### config.mk
export PLATFORM = sky130hd
export DESIGN_NAME = cpwm_center
export DESIGN_NICKNAME = d
export VERILOG_FILES = /design/src/rtl/cpwm_pkg.sv /design/src/rtl/cpwm_rst_sync.sv /design/src/rtl/cpwm_carrier.sv /design/src/rtl/cpwm_shadow_cmp.sv /design/src/rtl/cpwm_center.sv
export SDC_FILE = /design/constraint.sdc
export NUM_CORES = 1
export LEC_CHECK = 0
export ABC_AREA = 1
export BUFFER_PORTS_ARGS = -buffer_cell sky130_fd_sc_hd__buf_2
export CAP_MARGIN = 20
export CORE_MARGIN = 5
export CORE_UTILIZATION = 40
export CTS_BUF_LIST = sky130_fd_sc_hd__clkbuf_8
export CTS_CLUSTER_DIAMETER = 120
export DETAILED_ROUTE_END_ITERATION = 12
export GPL_TIMING_DRIVEN = 0
export PLACE_DENSITY = 0.61
export SLEW_MARGIN = 20
export SYNTH_ARGS = -nofsm -noshare
export SYNTH_HDL_FRONTEND = slang
export SYNTH_HIERARCHICAL = 1
export SYNTH_SLANG_ARGS = --single-unit
export TNS_END_PERCENT = 100
### constraint.sdc
create_clock -name clk_i -period 1.6 [get_ports clk_i]
set_clock_uncertainty 0.1 [all_clocks]
set_input_delay 0.16 -clock clk_i [delete_from_list [all_inputs] [get_ports clk_i]]
set_output_delay 0.16 -clock clk_i [all_outputs]
set_load 0.02 [all_outputs]
### src/rtl/cpwm_pkg.sv
package cpwm_pkg;
  typedef enum logic {
    DIR_UP   = 1'b0,
    DIR_DOWN = 1'b1
  } cpwm_dir_e;
endpackage

### src/rtl/cpwm_rst_sync.sv
module cpwm_rst_sync #(
  parameter int STAGES = 2
) (
  input  logic clk_i,
  input  logic arst_ni,
  output logic rst_no
);
  logic [STAGES-1:0] sync_q;
  logic [STAGES-1:0] sync_n;

  genvar g;
  generate
    for (g = 0; g < STAGES; g++) begin : g_stage
      if (g == 0) begin : g_first
        assign sync_n[g] = 1'b1;
      end else begin : g_rest
        assign sync_n[g] = sync_q[g-1];
      end
    end
  endgenerate

  always_ff @(posedge clk_i or negedge arst_ni) begin
    if (!arst_ni) sync_q <= '0;
    else          sync_q <= sync_n;
  end

  assign rst_no = sync_q[STAGES-1];
endmodule

### src/rtl/cpwm_carrier.sv
module cpwm_carrier
  import cpwm_pkg::*;
#(
  parameter int CNT_W = 8,
  parameter int TOP   = 200
) (
  input  logic             clk_i,
  input  logic             rst_ni,
  output logic [CNT_W-1:0] cnt_q_o,
  output logic [CNT_W-1:0] cnt_n_o,
  output cpwm_dir_e        dir_o,
  output logic             wrap_o
);
  localparam logic [CNT_W-1:0] TopVal = CNT_W'(TOP);
  localparam logic [CNT_W-1:0] One    = CNT_W'(1);

  logic [CNT_W-1:0] cnt_q, cnt_n;
  cpwm_dir_e        dir_q, dir_n;
  logic             run_en;

  assign run_en = 1'b1;

  always_comb begin
    cnt_n = cnt_q;
    dir_n = dir_q;
    if (dir_q == DIR_UP) begin
      cnt_n = cnt_q + One;
      if (cnt_q + One == TopVal) dir_n = DIR_DOWN;
    end else begin
      cnt_n = cnt_q - One;
      if (cnt_q == One) dir_n = DIR_UP;
    end
  end

  always_ff @(posedge clk_i or negedge rst_ni) begin
    if (!rst_ni) begin
      cnt_q <= '0;
      dir_q <= DIR_UP;
    end else if (run_en) begin
      cnt_q <= cnt_n;
      dir_q <= dir_n;
    end
  end

  assign cnt_q_o = cnt_q;
  assign cnt_n_o = cnt_n;
  assign dir_o   = dir_q;
  assign wrap_o  = (cnt_n == '0);
endmodule

### src/rtl/cpwm_shadow_cmp.sv
module cpwm_shadow_cmp #(
  parameter int CNT_W = 8,
  parameter int TOP   = 200
) (
  input  logic             clk_i,
  input  logic             rst_ni,
  input  logic [CNT_W-1:0] duty_i,
  input  logic [CNT_W-1:0] cnt_n_i,
  input  logic             wrap_i,
  output logic [CNT_W-1:0] duty_q_o,
  output logic             pwm_o,
  output logic             stb_o
);
  localparam logic [CNT_W-1:0] TopVal = CNT_W'(TOP);

  logic [CNT_W-1:0] duty_q, duty_eff;
  logic             load_en;
  logic             pwm_q, pwm_n;
  logic             stb_q;

  assign load_en  = wrap_i;
  assign duty_eff = load_en ? duty_i : duty_q;

  always_comb begin
    if (duty_eff == '0)          pwm_n = 1'b0;
    else if (duty_eff >= TopVal) pwm_n = 1'b1;
    else                         pwm_n = (cnt_n_i < duty_eff);
  end

  always_ff @(posedge clk_i or negedge rst_ni) begin
    if (!rst_ni) begin
      duty_q <= '0;
    end else if (load_en) begin
      duty_q <= duty_i;
    end
  end

  always_ff @(posedge clk_i or negedge rst_ni) begin
    if (!rst_ni) begin
      pwm_q <= 1'b0;
      stb_q <= 1'b0;
    end else begin
      pwm_q <= pwm_n;
      stb_q <= wrap_i;
    end
  end

  assign duty_q_o = duty_q;
  assign pwm_o    = pwm_q;
  assign stb_o    = stb_q;
endmodule

### src/rtl/cpwm_center.sv
module cpwm_center
  import cpwm_pkg::*;
#(
  parameter int CNT_W       = 8,
  parameter int TOP         = 200,
  parameter int SYNC_STAGES = 2
) (
  input  logic             clk_i,
  input  logic             rst_ni,
  input  logic [CNT_W-1:0] duty_i,
  output logic             pwm_o,
  output logic             period_stb_o
);
  localparam bit TopFits = (TOP >= 1) && (TOP < (1 << CNT_W));

  initial begin
    if (!TopFits) $error("cpwm_center: TOP does not fit CNT_W");
  end

  logic             rst_sync;
  logic [CNT_W-1:0] cnt_q, cnt_n, duty_q;
  cpwm_dir_e        dir_q;
  logic             wrap;

  cpwm_rst_sync #(.STAGES(SYNC_STAGES)) u_rst (
    .clk_i   (clk_i),
    .arst_ni (rst_ni),
    .rst_no  (rst_sync)
  );

  cpwm_carrier #(.CNT_W(CNT_W), .TOP(TOP)) u_carrier (
    .clk_i   (clk_i),
    .rst_ni  (rst_sync),
    .cnt_q_o (cnt_q),
    .cnt_n_o (cnt_n),
    .dir_o   (dir_q),
    .wrap_o  (wrap)
  );

  cpwm_shadow_cmp #(.CNT_W(CNT_W), .TOP(TOP)) u_cmp (
    .clk_i    (clk_i),
    .rst_ni   (rst_sync),
    .duty_i   (duty_i),
    .cnt_n_i  (cnt_n),
    .wrap_i   (wrap),
    .duty_q_o (duty_q),
    .pwm_o    (pwm_o),
    .stb_o    (period_stb_o)
  );
endmodule

# == After elaboration in Yosys (flattened, before gate mapping) ==
# Cells that the tools add are included.
# classes
reduce_logical,2
eq_ne,2
order_cmp,2
add_sub_neg,2
n_mux,7
# ops
operator,count
8-bit logical NOT,2
8-bit two-way mux,2
"8-bit by 1-bit adder with 8-bit output, second input constant",1
"8-bit by 1-bit equality test with 1-bit output, second input constant",1
"8-bit equality test, second input constant",1
"8-bit greater-or-equal comparator, second input constant",1
8-bit less-than comparator,1
"8-bit by 1-bit subtractor with 8-bit output, second input constant",1
1-bit two-way mux,5
# totals
out_inout_bits,2
regBits,21
wordCells,21

# == Depth between registers and ports, before layout ==
# depth
depth_word,7
depth_mapped,24
ltp_nobuf,24

# == Modules after synthesis ==
# Netlist, hierarchy kept.
# by_module_without_submodules
module,area_per_inst_um2,cells_each,seq_area_each_um2,n_inst
cpwm_carrier,718.2,110,225.2,1
cpwm_shadow_cmp,646.9,81,250.2,1
cpwm_rst_sync,53.8,3,50.0,1

# == Worst setup path before layout ==
# Ideal clock, no wire load.
# synth_path
path_kind,reg2reg
startpoint,register u_carrier.cnt_q[0] (netlist: u_carrier/cnt_q_o[0])
endpoint,register u_cmp.pwm_q (netlist: u_cmp/pwm_o)
setup_time_ps,116
period_less_slack_ps,2603
n_path_buf,1
arrival_time_ps,2387
path_slack_ps,-1003
path_stages_with_launch,23
cell_sequence,dfrtp_1 -> inv_1 -> ha_1 -> inv_1 -> nand2_1 -> nand2_1 -> nand2_1 -> nand2_1 -> nor2_1 -> nand2_1 -> nor2_1 -> nand2_1 -> nor2_2 -> buf_6 -> nand2_2 -> nand2_2 -> inv_1 -> ha_1 -> nand2_1 -> o21ai_0 -> nor2_1 -> nand2_1 -> nand2_1
# synth_between
elab_chain_cells,7
# synth_lines
item,line_no,text
"start, declared",cpwm_carrier.sv:17,"logic [CNT_W-1:0] cnt_q, cnt_n;"
"start signal, assigned",cpwm_carrier.sv:40,cnt_q <= cnt_n;
8-bit by 1-bit adder with 8-bit output / 8-bit by 1-bit subtractor with 8-bit output (equally long branches),"cpwm_carrier.sv:27, cpwm_carrier.sv:30",
8-bit two-way mux (*),cpwm_carrier.sv:26,if (dir_q == DIR_UP) begin
via cnt_n[2],cpwm_center.sv:21,"logic [CNT_W-1:0] cnt_q, cnt_n, duty_q;"
8-bit logical NOT (*),cpwm_carrier.sv:48,assign wrap_o = (cnt_n == '0);
via wrap,cpwm_center.sv:23,logic wrap;
8-bit two-way mux (*),--,
via u_cmp.duty_eff[7],cpwm_shadow_cmp.sv:16,"logic [CNT_W-1:0] duty_q, duty_eff;"
8-bit less-than comparator / 8-bit greater-or-equal comparator (equally long branches),"cpwm_shadow_cmp.sv:27, cpwm_shadow_cmp.sv:26",
1-bit two-way mux,cpwm_shadow_cmp.sv:26,else if (duty_eff >= TopVal) pwm_n = 1'b1;
1-bit two-way mux (*),cpwm_shadow_cmp.sv:25,if (duty_eff == '0) pwm_n = 1'b0;
via u_cmp.pwm_n,cpwm_shadow_cmp.sv:18,"logic pwm_q, pwm_n;"
"end signal, assigned",cpwm_shadow_cmp.sv:43,pwm_q <= pwm_n;
"end, declared",cpwm_shadow_cmp.sv:18,
# Mark *: on every way through the listed nets, which the timed path passes. The rest lies on a longest branch.

# == Final worst setup path ==
# Ends and elaborated chain as after synthesis.

==> results_dict.tcl <==
set metrics [dict create \
    ant_nets 0 \
    synth_top_cell_area_share_pct 37.0 \
    regArea_um2 528 \
    async_reset_ff_share_pct 100 \
    hp-start "duty_i[0]" \
    grt_max_degree 20 \
    hold_path_end "u_cmp/duty_q_o[0]$_DFF_PN0_" \
    final_cell_mix "nand2_1 (41), nand3_1 (20), dfrtp_1 (19)" \
    vdd_drop_max_mv 0.476 \
    cts_max_path_buffers 2 \
    cp.arrival_ns 2.71 \
    grt_pass1_vias 1353 \
    hpwlAfterDp_mm 2.25 \
    r2r-end "u_cmp/pwm_o$_DFF_PN0_" \
    syn_avg_cell_area_um2 7.31 \
    die_h_um 69.6 \
    setup_viol 10 \
    reg2reg_from "u_carrier/cnt_q_o[0]$_DFF_PN0_" \
    crit_chain "buf_4, nand3_2, nor2_4, nand2_1, nand3_1, nand2_2, nor2_1, nand2_1, nor2_4, buf_6, inv_8, nand2_4, nand2_4, buf_4, buf_6, nor2_2, nand2_1, nor2_1, nor2_1, nand2_1, nand2_1" \
    viasPerCell 4.86 \
    cp_slowest_cell "dfrtp_2" \
    synth_nets 215 \
    hold_viol 0 \
    rrSetupSlack_ns -1.07 \
    startpoint_type "flip-flop" \
    rsz0062_at_grt "yes" \
    ys_types 24 \
    finalMaxSlewViolations 0 \
    cp-startpoint "u_carrier/cnt_q_o[0]$_DFF_PN0_" \
    h-tree-depth 1 \
    fin_util_pct 59.4 \
    crit_type "reg -> reg" \
    syn_area_um2 1420 \
    vias 1337 \
    synth_edf_count 0 \
    antenna_found_initial 0 \
    drc_errors 0 \
    dp_cells 251 \
    crit_required_ns 1.65 \
    area_growth_pct 42.0 \
    io_pins 12 \
    numCtsBuffers 3 \
    yosys_warnings 6 \
    finalCriticalPeriod_ns 2.67 \
    drt-total-wl_mm 3.45 \
    ys_seq_elements 21 \
    cts.sinks 21 \
    powerDensity_nw_per_um2 444 \
    layout.cells.non_filler 275 \
    drt_iter0_markers 94 \
    p_leak_nw 1.01 \
    multi_input_area_um2 1020 \
    end_kind "flip-flop" \
    relSlewSlack_pct 49.2 \
    wl_per_cell_um 12.5 \
    min_path_cells 3 \
    final_common_cell "nand2_1" \
    status "finished with violations" \
    synth_flop_cell "dfrtp_1" \
    nets 251 \
    die-area_um2 4840 \
    tritoncts "done" \
    hp-class "in -> reg" \
    root_buffer "clkbuf_8" \
    final.period_utilization_pct 167 \
    portBuffers 11 \
    cap_violations 0 \
    overflow 0 \
    setup_slack_ns -1.07 \
    nFillCells 294 \
    track_usage_pct 14.3 \
    crit_fanout 8 \
    failed_checks "setup timing" \
    grt_pass1_wl_mm 5.77 \
    gp_congestion 0.883 \
    path_clk_slew_ns 0.08 \
    critical_path.max_stage_delay_ns 0.41 \
    dr.pass1.iters 4 \
    max_freq_ghz 0.375 \
    synth_top_area_cell "dfrtp_1" \
    drive_gt1_share_pct 46.7 \
    synthTopCellsByArea "dfrtp_1 (37%), nand2_1 (16%), ha_1 (9.7%), nand3_1 (7.1%), inv_1 (6.3%)" \
    row_count 21 \
    die_w_um 69.6 \
    n_antenna_cell 0 \
    tightest_slew_ns 0.762 \
    ys_seq_area_share_pct 37.0 \
    syn_inst 194 \
    clk_latency_ns 0.26 \
    start_util_pct 41.9 \
    rr_worst_depth 21 \
    crit_top_cell "nand2_1" \
    coreArea_um2 3390 \
]
[per-stage QoR]
step                power (mW)  cell area (µm²)  setup slack (ns)  TNS [ns]  hold slack (ns)
floorplan                0.551             1470            -0.894     -2.73           -0.236
global placement         0.566             1580             -1.22     -5.09           -0.155
detailed placement       0.567             1580             -1.30     -5.57           -0.154
CTS                      0.902             1880             -1.01     -4.57           0.0371
global route             0.937             2010             -1.30     -6.97           0.0563
finish                   0.894             2010             -1.07     -5.42           0.0382
[worst max-delay path, delay by kind of cell (launching register included)]
kind | cells | cell delay [ns]
buffers and inverters | 5 | 0.59
and+or+nand+nor | 16 | 1.46
DFF | 1 | 0.41
[where the power goes]
group / internal [mW] / switching [mW]
clock network: 0.171 / 0.162
logic: 0.0102 / 0.00853
registers: 0.533 / 0.00928
total: 0.714 / 0.180
[area by class of cell]
class / count / area share, %
Inverter: 28 / 5.71
Multi-Input combinational cell: 142 / 50.5
Clock inverter: 1 / 0.186
Timing Repair Buffer: 31 / 10.9
Tap cell: 46 / 2.86
Sequential cell: 21 / 26.2
Clock buffer: 3 / 2.05
Buffer: 3 / 1.61
[repair_timing]
item,in CTS,in global routing
setup buffers,16,3
endpoints found under the setup margin,10,11
pin swaps,20,28
resized for setup,34,28
hold buffers,1,0
hold endpoints to repair,2,0
[state kept, by name (all words and copies together) (netlist names)]
register / cells
u_cmp/stb_o: 1
u_carrier/dir_o: 1
u_cmp/duty_q_o: 8
u_cmp/pwm_o: 1
u_rst/sync_q: 2
u_carrier/cnt_q_o: 8
[metal layers]
layer,GRT usage [%],part of all wire (%)
met5,0,0
met4,5.64,1.4
met2,26.8,55
met3,1.30,2.1
met1,16.5,42
[kinds of logic after synthesis]
family | Yosys count | synth area share, %
buffers and inverters | 31 | 9.08
adders and majority gates | 11 | 9.70
other | 1 | 0.264
DFF | 21 | 37.0
and+or+nand+nor | 119 | 39.6
AOI/OAI and AO/OA | 11 | 4.32
[Yosys cell counts (2+ instances only)]
master / n
nand2_1: 61
inv_1: 24
dfrtp_1: 21
nand3_1: 20
nor2_1: 13
ha_1: 11
nand2_2: 9
nand4_1: 6
a21oi_1: 5
inv_2: 3
nor2_2: 3
nand2_4: 2
nand3_2: 2
nor2_4: 2
o21ai_0: 2
o21ai_1: 2
[worst max-delay path by stage]
stage	end	slack, ns	cells after the start
floorplan	u_cmp/pwm_o$_DFF_PN0_	-0.89	24
global placement	u_cmp/pwm_o$_DFF_PN0_	-1.22	24
detailed placement	u_cmp/pwm_o$_DFF_PN0_	-1.30	24
CTS	u_cmp/pwm_o$_DFF_PN0_	-1.01	24
global route	u_cmp/pwm_o$_DFF_PN0_	-1.30	23
finish	u_cmp/pwm_o$_DFF_PN0_	-1.07	21
Note: power is estimated with default switching activity, not from simulation.
